<file path="config.mk">
export PLATFORM = sky130hd
export DESIGN_NAME = nrd_divider
export DESIGN_NICKNAME = d
export VERILOG_FILES = /design/src/rtl/nrd_pkg.sv /design/src/rtl/nrd_seq.sv /design/src/rtl/nrd_addsub.sv /design/src/rtl/nrd_fixup.sv /design/src/rtl/nrd_divider.sv
export SDC_FILE = /design/constraint.sdc
export NUM_CORES = 1
export LEC_CHECK = 0
export BUFFER_PORTS_ARGS = -buffer_cell sky130_fd_sc_hd__buf_4
export CORE_ASPECT_RATIO = 0.5
export CORE_MARGIN = 3
export CORE_UTILIZATION = 65
export DETAILED_ROUTE_END_ITERATION = 10
export GPL_TIMING_DRIVEN = 0
export HOLD_SLACK_MARGIN = 0.1
export PLACE_DENSITY = 0.95
export SYNTH_ARGS = -nofsm -noshare
export SYNTH_HDL_FRONTEND = slang
export SYNTH_SLANG_ARGS = --single-unit
</file>
<file path="constraint.sdc">
create_clock -name clk -period 12.7 [get_ports clk]
set_input_delay 0.635 -clock clk [delete_from_list [all_inputs] [get_ports clk]]
set_output_delay 0.635 -clock clk [all_outputs]
set_load 0.05 [all_outputs]
</file>
<file path="src/rtl/nrd_pkg.sv">
package nrd_pkg;

   typedef enum logic [2:0] {
      PH_IDLE,
      PH_SETUP,
      PH_ITER,
      PH_CONV,
      PH_FIX
   } nrd_phase_e;

   // setup cycle + one cycle per quotient bit + conversion + correction
   localparam int unsigned NRD_PAD_CYCLES = 3;

   function automatic int unsigned nrd_latency(input int unsigned bits);
      return bits + NRD_PAD_CYCLES;
   endfunction

endpackage

</file>
<file path="src/rtl/nrd_seq.sv">
module nrd_seq
   import nrd_pkg::*;
#(
   parameter int unsigned WIDE_W   = 64,
   parameter int unsigned NARROW_W = 32
) (
   input  logic       clk,
   input  logic       rst_n,
   input  logic       start_i,
   input  logic       wide_i,
   output logic       accept_o,
   output logic       busy_o,
   output nrd_phase_e phase_o
);

   localparam int unsigned SW = $clog2(nrd_latency(WIDE_W));

   logic          busy_q;
   logic [SW-1:0] step_q;
   logic [SW-1:0] iter_q;

   assign accept_o = start_i && !busy_q;
   assign busy_o   = busy_q;

   always_comb begin
      if (!busy_q)                        phase_o = PH_IDLE;
      else if (step_q == '0)              phase_o = PH_SETUP;
      else if (step_q <= iter_q)          phase_o = PH_ITER;
      else if (step_q == iter_q + SW'(1)) phase_o = PH_CONV;
      else                                phase_o = PH_FIX;
   end

   always_ff @(posedge clk or negedge rst_n) begin
      if (!rst_n) begin
         busy_q <= 1'b0;
         step_q <= '0;
         iter_q <= '0;
      end else if (accept_o) begin
         busy_q <= 1'b1;
         step_q <= '0;
         iter_q <= wide_i ? SW'(WIDE_W) : SW'(NARROW_W);
      end else if (busy_q) begin
         if (phase_o == PH_FIX) begin
            busy_q <= 1'b0;
            step_q <= '0;
         end else begin
            step_q <= step_q + SW'(1);
         end
      end
   end

endmodule

</file>
<file path="src/rtl/nrd_addsub.sv">
module nrd_addsub #(
   parameter int unsigned W = 64
) (
   input  logic [W+1:0] acc_i,
   input  logic         next_bit_i,
   input  logic [W-1:0] dv_i,
   output logic [W+1:0] acc_o,
   output logic         digit_o
);

   logic [W+1:0] doubled;
   logic [W+1:0] dv_ext;

   assign doubled = {acc_i[W:0], next_bit_i};
   assign dv_ext  = {2'b00, dv_i};
   // digit +1 (stored 1) when the remainder is not negative, else -1 (stored 0)
   assign digit_o = ~acc_i[W+1];
   assign acc_o   = digit_o ? (doubled - dv_ext) : (doubled + dv_ext);

endmodule

</file>
<file path="src/rtl/nrd_fixup.sv">
module nrd_fixup #(
   parameter int unsigned WIDE_W   = 64,
   parameter int unsigned NARROW_W = 32
) (
   input  logic              wide_i,
   input  logic [WIDE_W-1:0] qd_i,
   input  logic              rem_neg_i,
   input  logic [WIDE_W-1:0] rem_low_i,
   input  logic [WIDE_W-1:0] dv_i,
   output logic [WIDE_W-1:0] conv_o,
   output logic [WIDE_W-1:0] quot_o,
   output logic [WIDE_W-1:0] rem_o
);

   logic [WIDE_W-1:0] mode_mask;
   logic [WIDE_W-1:0] conv_raw;
   logic [WIDE_W-1:0] quot_raw;

   generate
      if (NARROW_W < WIDE_W) begin : g_split_mask
         localparam logic [WIDE_W-1:0] NMASK =
            {{(WIDE_W-NARROW_W){1'b0}}, {NARROW_W{1'b1}}};
         assign mode_mask = wide_i ? '1 : NMASK;
      end else begin : g_full_mask
         assign mode_mask = '1;
      end
   endgenerate

   // positive digits minus negative digits (ones' complement of the pattern)
   assign conv_raw = qd_i - ~qd_i;
   assign conv_o   = conv_raw & mode_mask;

   assign quot_raw = rem_neg_i ? (qd_i - WIDE_W'(1)) : qd_i;
   assign quot_o   = quot_raw & mode_mask;
   assign rem_o    = rem_neg_i ? (rem_low_i + dv_i) : rem_low_i;

endmodule

</file>
<file path="src/rtl/nrd_divider.sv">
module nrd_divider
   import nrd_pkg::*;
#(
   parameter int unsigned WIDE_W   = 64,
   parameter int unsigned NARROW_W = 32
) (
   input  logic              clk,
   input  logic              rst_n,
   input  logic              start_i,
   input  logic              wide_i,
   input  logic [WIDE_W-1:0] dividend_i,
   input  logic [WIDE_W-1:0] divisor_i,
   output logic              busy_o,
   output logic              done_o,
   output logic [WIDE_W-1:0] quotient_o,
   output logic [WIDE_W-1:0] remainder_o,
   output logic              div0_o
);

   localparam int unsigned GAP = WIDE_W - NARROW_W;
   localparam logic [WIDE_W-1:0] NMASK =
      {{GAP{1'b0}}, {NARROW_W{1'b1}}};

   generate
      if (NARROW_W < 2 || NARROW_W >= WIDE_W) begin : g_bad_widths
         $error("nrd_divider: NARROW_W must be at least 2 and below WIDE_W");
      end
   endgenerate

   nrd_phase_e        phase;
   logic              accept;
   logic              wide_q;
   logic [WIDE_W-1:0] dv_q;
   logic [WIDE_W+1:0] acc_q;
   logic [WIDE_W-1:0] qd_q;
   logic              zero_q;
   logic [WIDE_W-1:0] quot_q;
   logic [WIDE_W-1:0] rem_q;
   logic              div0_q;
   logic              done_q;

   logic [WIDE_W+1:0] acc_nx;
   logic              digit;
   logic [WIDE_W-1:0] conv_q;
   logic [WIDE_W-1:0] fix_q;
   logic [WIDE_W-1:0] fix_r;
   logic [WIDE_W-1:0] load_qd;

   nrd_seq #(
      .WIDE_W  (WIDE_W),
      .NARROW_W(NARROW_W)
   ) u_seq (
      .clk     (clk),
      .rst_n   (rst_n),
      .start_i (start_i),
      .wide_i  (wide_i),
      .accept_o(accept),
      .busy_o  (busy_o),
      .phase_o (phase)
   );

   nrd_addsub #(
      .W(WIDE_W)
   ) u_addsub (
      .acc_i     (acc_q),
      .next_bit_i(qd_q[WIDE_W-1]),
      .dv_i      (dv_q),
      .acc_o     (acc_nx),
      .digit_o   (digit)
   );

   nrd_fixup #(
      .WIDE_W  (WIDE_W),
      .NARROW_W(NARROW_W)
   ) u_fixup (
      .wide_i   (wide_q),
      .qd_i     (qd_q),
      .rem_neg_i(acc_q[WIDE_W+1]),
      .rem_low_i(acc_q[WIDE_W-1:0]),
      .dv_i     (dv_q),
      .conv_o   (conv_q),
      .quot_o   (fix_q),
      .rem_o    (fix_r)
   );

   // narrow operands sit at the top of the shift register so their
   // most significant bit is the first one shifted into the remainder
   assign load_qd = wide_i ? dividend_i : (dividend_i << GAP);

   always_ff @(posedge clk or negedge rst_n) begin
      if (!rst_n) begin
         wide_q <= 1'b0;
         dv_q   <= '0;
         acc_q  <= '0;
         qd_q   <= '0;
         zero_q <= 1'b0;
         quot_q <= '0;
         rem_q  <= '0;
         div0_q <= 1'b0;
         done_q <= 1'b0;
      end else begin
         done_q <= 1'b0;
         unique case (phase)
            PH_IDLE: begin
               if (accept) begin
                  wide_q <= wide_i;
                  dv_q   <= wide_i ? divisor_i : (divisor_i & NMASK);
                  qd_q   <= load_qd;
                  acc_q  <= '0;
               end
            end
            PH_SETUP: begin
               zero_q <= (dv_q == '0);
            end
            PH_ITER: begin
               acc_q <= acc_nx;
               qd_q  <= {qd_q[WIDE_W-2:0], digit};
            end
            PH_CONV: begin
               qd_q <= conv_q;
            end
            PH_FIX: begin
               quot_q <= fix_q;
               rem_q  <= fix_r;
               div0_q <= zero_q;
               done_q <= 1'b1;
            end
            default: ;
         endcase
      end
   end

   assign done_o      = done_q;
   assign quotient_o  = quot_q;
   assign remainder_o = rem_q;
   assign div0_o      = div0_q;

endmodule

</file>
==> impl_metrics.json <==
{
  "ys.warnings.count": 0,
  "io_pins": 263,
  "dp_hpwl_um": 64170,
  "cp.depth": 21,
  "rows": 48,
  "dieArea_um2": 39160,
  "post_cts_buffers": 0,
  "worst_pin_slew_ps": 1275,
  "vias": 24860,
  "cts.sinks": 335,
  "status": "finished clean",
  "max_cap_violations": 0,
  "drt_wl_total_um": 84190,
  "rsz0062_at_grt": "false",
  "syn2layout_area_growth_pct": 15.63,
  "path_clk_slew_ps": 80,
  "cts_inserted_buffers": 31,
  "tns_ps": 0,
  "critical_path_class": "flip-flop to flip-flop",
  "final_area_um2": 27580,
  "worstPathRequired_ps": 13170,
  "grt_pass1_vias": 23465,
  "initial_core_util_pct": 67.53,
  "cts_repair_resize_count": 0,
  "muxShareOfSynthArea_pct": 3.200,
  "placeableCoreArea_um2": 35310,
  "drv_slew": 0,
  "path_buf_inv": 0,
  "htree_levels": 1,
  "crit_path_cell_trace": "nor3_1 > nand2b_1 > nor4b_1 > and3_1 > and2_1 > nand2_1 > nor2_1 > nor2_1 > xor2_1 > ha_1 > nand4_1 > nor2_1 > nand3_1 > or3_1 > o31a_1 > a31oi_1 > a21oi_1 > o41ai_1 > a21boi_0 > xor2_1 > o21ai_0",
  "layout_min_cycle_time_ps": 7161,
  "crit_top_cell": "nor2_1",
  "clk_latency_ps": 620,
  "cts_tree": "built",
  "critPathSlowestCell": "o41ai_1",
  "drcViolationCount": 0,
  "root_buffer": "clkbuf_16",
  "die-width_um": 276.9,
  "fmax_mhz": 139.7,
  "gp_congestion": 1.015,
  "wl_per_cell_um": 22.30,
  "reg2regPathDepth": 21,
  "clockBufferDepth": 3,
  "timing.slew.headroom_pct": 14.99,
  "post_drt_via_cell_ratio": 6.584,
  "synth_top_family_by_area": "simple AND/OR/NAND/NOR gates",
  "start_kind": "flip-flop",
  "dieHeight_um": 141.4,
  "synthSimpleGateAreaFrac_pct": 21.66,
  "grt_pass1_wl_um": 130200,
  "synth-seq-cells": 335,
  "synthCells": 2981,
  "grt_overflow": 0,
  "skew_ps": 19.69,
  "syn_nets": 3250,
  "synthAdderAreaFrac_pct": 7.251,
  "async_reset_ff_share_pct": 100.0,
  "synth_top_flop_cell": "dfrtp_1",
  "cts_hold_buf": 0,
  "synthXorXnorAreaFrac_pct": 8.888,
  "crit_family": "simple AND/OR/NAND/NOR gates",
  "first_pass_iters": 6,
  "syn-cell-area_um2": 23850,
  "synth_top_area_share_pct": 35.15,
  "cp_data_arrival_time_ps": 7630,
  "ys_seq_area_share_pct": 35.15,
  "drive_gt1_share_pct": 10.33,
  "synth.distinct_cells": 69,
  "finalSetupViolCount": 0,
  "grt_max_degree": 114,
  "drt_iter0_markers": 3322,
  "portBuffers": 261,
  "nets": 3546,
  "hold_viol": 0,
  "antenna_found_initial": 1,
  "syn_avg_cell_area_um2": 8.000,
  "grtUsageTotal_pct": 41.78,
  "endpoint_kind": "flip-flop",
  "synth_compound_area_share_pct": 20.11,
  "min_period_over_period_pct": 56.38,
  "yosys.area.top_type": "dfrtp_1",
  "n_fill_cell": 2588,
  "synth_edf_count": 0,
  "synth_area_leaders": "dfrtp_1, ha_1, nand2_1",
  "placed_area_um2": 26460,
  "max_stage_delay_ps": 960,
  "hp-class": "primary input to async pin",
  "path_max_fanout": 6,
  "postRouteAntennaNets": 0
}
registers in the layout (all words and copies together) (netlist names):
| name | flops |
|---|---|
| acc_q | 66 |
| dv_q | 64 |
| qd_q | 64 |
| quotient_o | 64 |
| remainder_o | 64 |
| u_seq.step_q | 7 |
| u_seq.iter_q | 2 |
| div0_o | 1 |
| done_o | 1 |
| u_seq.busy_o | 1 |
| zero_q | 1 |
metal layers:
layer	global-route usage, %	part of all wire (%)	up-vias
li1	-	-	11170
met3	8.500	11	293
met2	64.47	43	1547
met5	0	0	-
met4	20.53	5.8	0
met1	56.73	40	11850
through the flow:
stage	util, %	instances	hold WS [ps]	setup slack, ps
2_1_floorplan	-	2981	339.4	7537
3_3_place_gp	74.76	3717	450.0	6007
3_5_place_dp	74.94	3719	472.1	5921
4_1_cts	78.08	3775	162.0	5870
5_1_grt	78.09	3776	198.1	5225
6_report	78.09	3776	98.04	5539
cell type report:
type / count / area, um2 / area share (%)
flip-flops and latches: 335 / 8383 / 30.40
plain buffers: 178 / 669.4 / 2.427
inverters: 59 / 221.5 / 0.8031
well taps: 475 / 594.3 / 2.155
multi-input cells: 2409 / 14570 / 52.85
clock buffers: 42 / 887.1 / 3.217
repair buffers: 263 / 2022 / 7.332
diodes: 1 / 2.502 / 0.009074
clock inverters: 14 / 222.7 / 0.8076
placed cells by master, fill, tap and decap left out, types with 6 or more instances in the layout:
| master | n |
|---|---|
| nand2_1 | 430 |
| dfrtp_1 | 335 |
| a21oi_1 | 282 |
| o21ai_0 | 273 |
| buf_4 | 260 |
| nor2_1 | 252 |
| nand3_1 | 170 |
| clkbuf_1 | 163 |
| ha_1 | 135 |
| xnor2_1 | 128 |
| xor2_1 | 114 |
| mux2i_1 | 74 |
| a21o_1 | 68 |
| nor3_1 | 65 |
| a31oi_1 | 63 |
| inv_1 | 59 |
| nand4_1 | 47 |
| clkbuf_16 | 31 |
| or3_1 | 30 |
| nor4_1 | 29 |
| o21bai_1 | 26 |
| nand2b_1 | 24 |
| buf_1 | 18 |
| and3_1 | 18 |
| o21a_1 | 15 |
| nor2b_1 | 13 |
| o31ai_1 | 13 |
| o211ai_1 | 13 |
| or4_1 | 11 |
| a211oi_1 | 11 |
| and2_1 | 9 |
| a21boi_0 | 7 |
| clkbuf_8 | 7 |
| or2_2 | 6 |
synthesized netlist by cell type, types with 30 or more instances:
cell	instances
xnor2_1	128
inv_1	59
dfrtp_1	335
nand3_1	170
a21o_1	68
mux2i_1	74
a21oi_1	282
clkbuf_1	159
nor3_1	65
xor2_1	114
nand2_1	430
ha_1	135
o21ai_0	273
nand4_1	47
a31oi_1	63
or3_1	30
nor2_1	252
cell families (layout without fill, tap and decap cells):
kind of cell,after synthesis,in the layout
AOI/OAI and AO/OA,825,825
adders and majority gates,137,137
xor gates and xnor gates,242,242
DFF,335,335
buffers and inverters,237,556
other,0,1
muxes,76,76
and+or+nand+nor,1129,1129
final timing paths:
path	slack [ps]	to	start
hold reg to reg	480	remainder_o[11]	remainder_o[11]
setup / recovery	5540	acc_q[60]	dv_q[2]
max in group asynchronous	11430	remainder_o[9]	rst_n
hold / removal	100	remainder_o[34]	rst_n
min in group clk	210	dv_q[5]	divisor_i[5]
setup reg to reg	5540	acc_q[60]	dv_q[2]
Power is not shown: default switching activity piles up to over one toggle a cycle in this logic, so the estimate is an artifact.
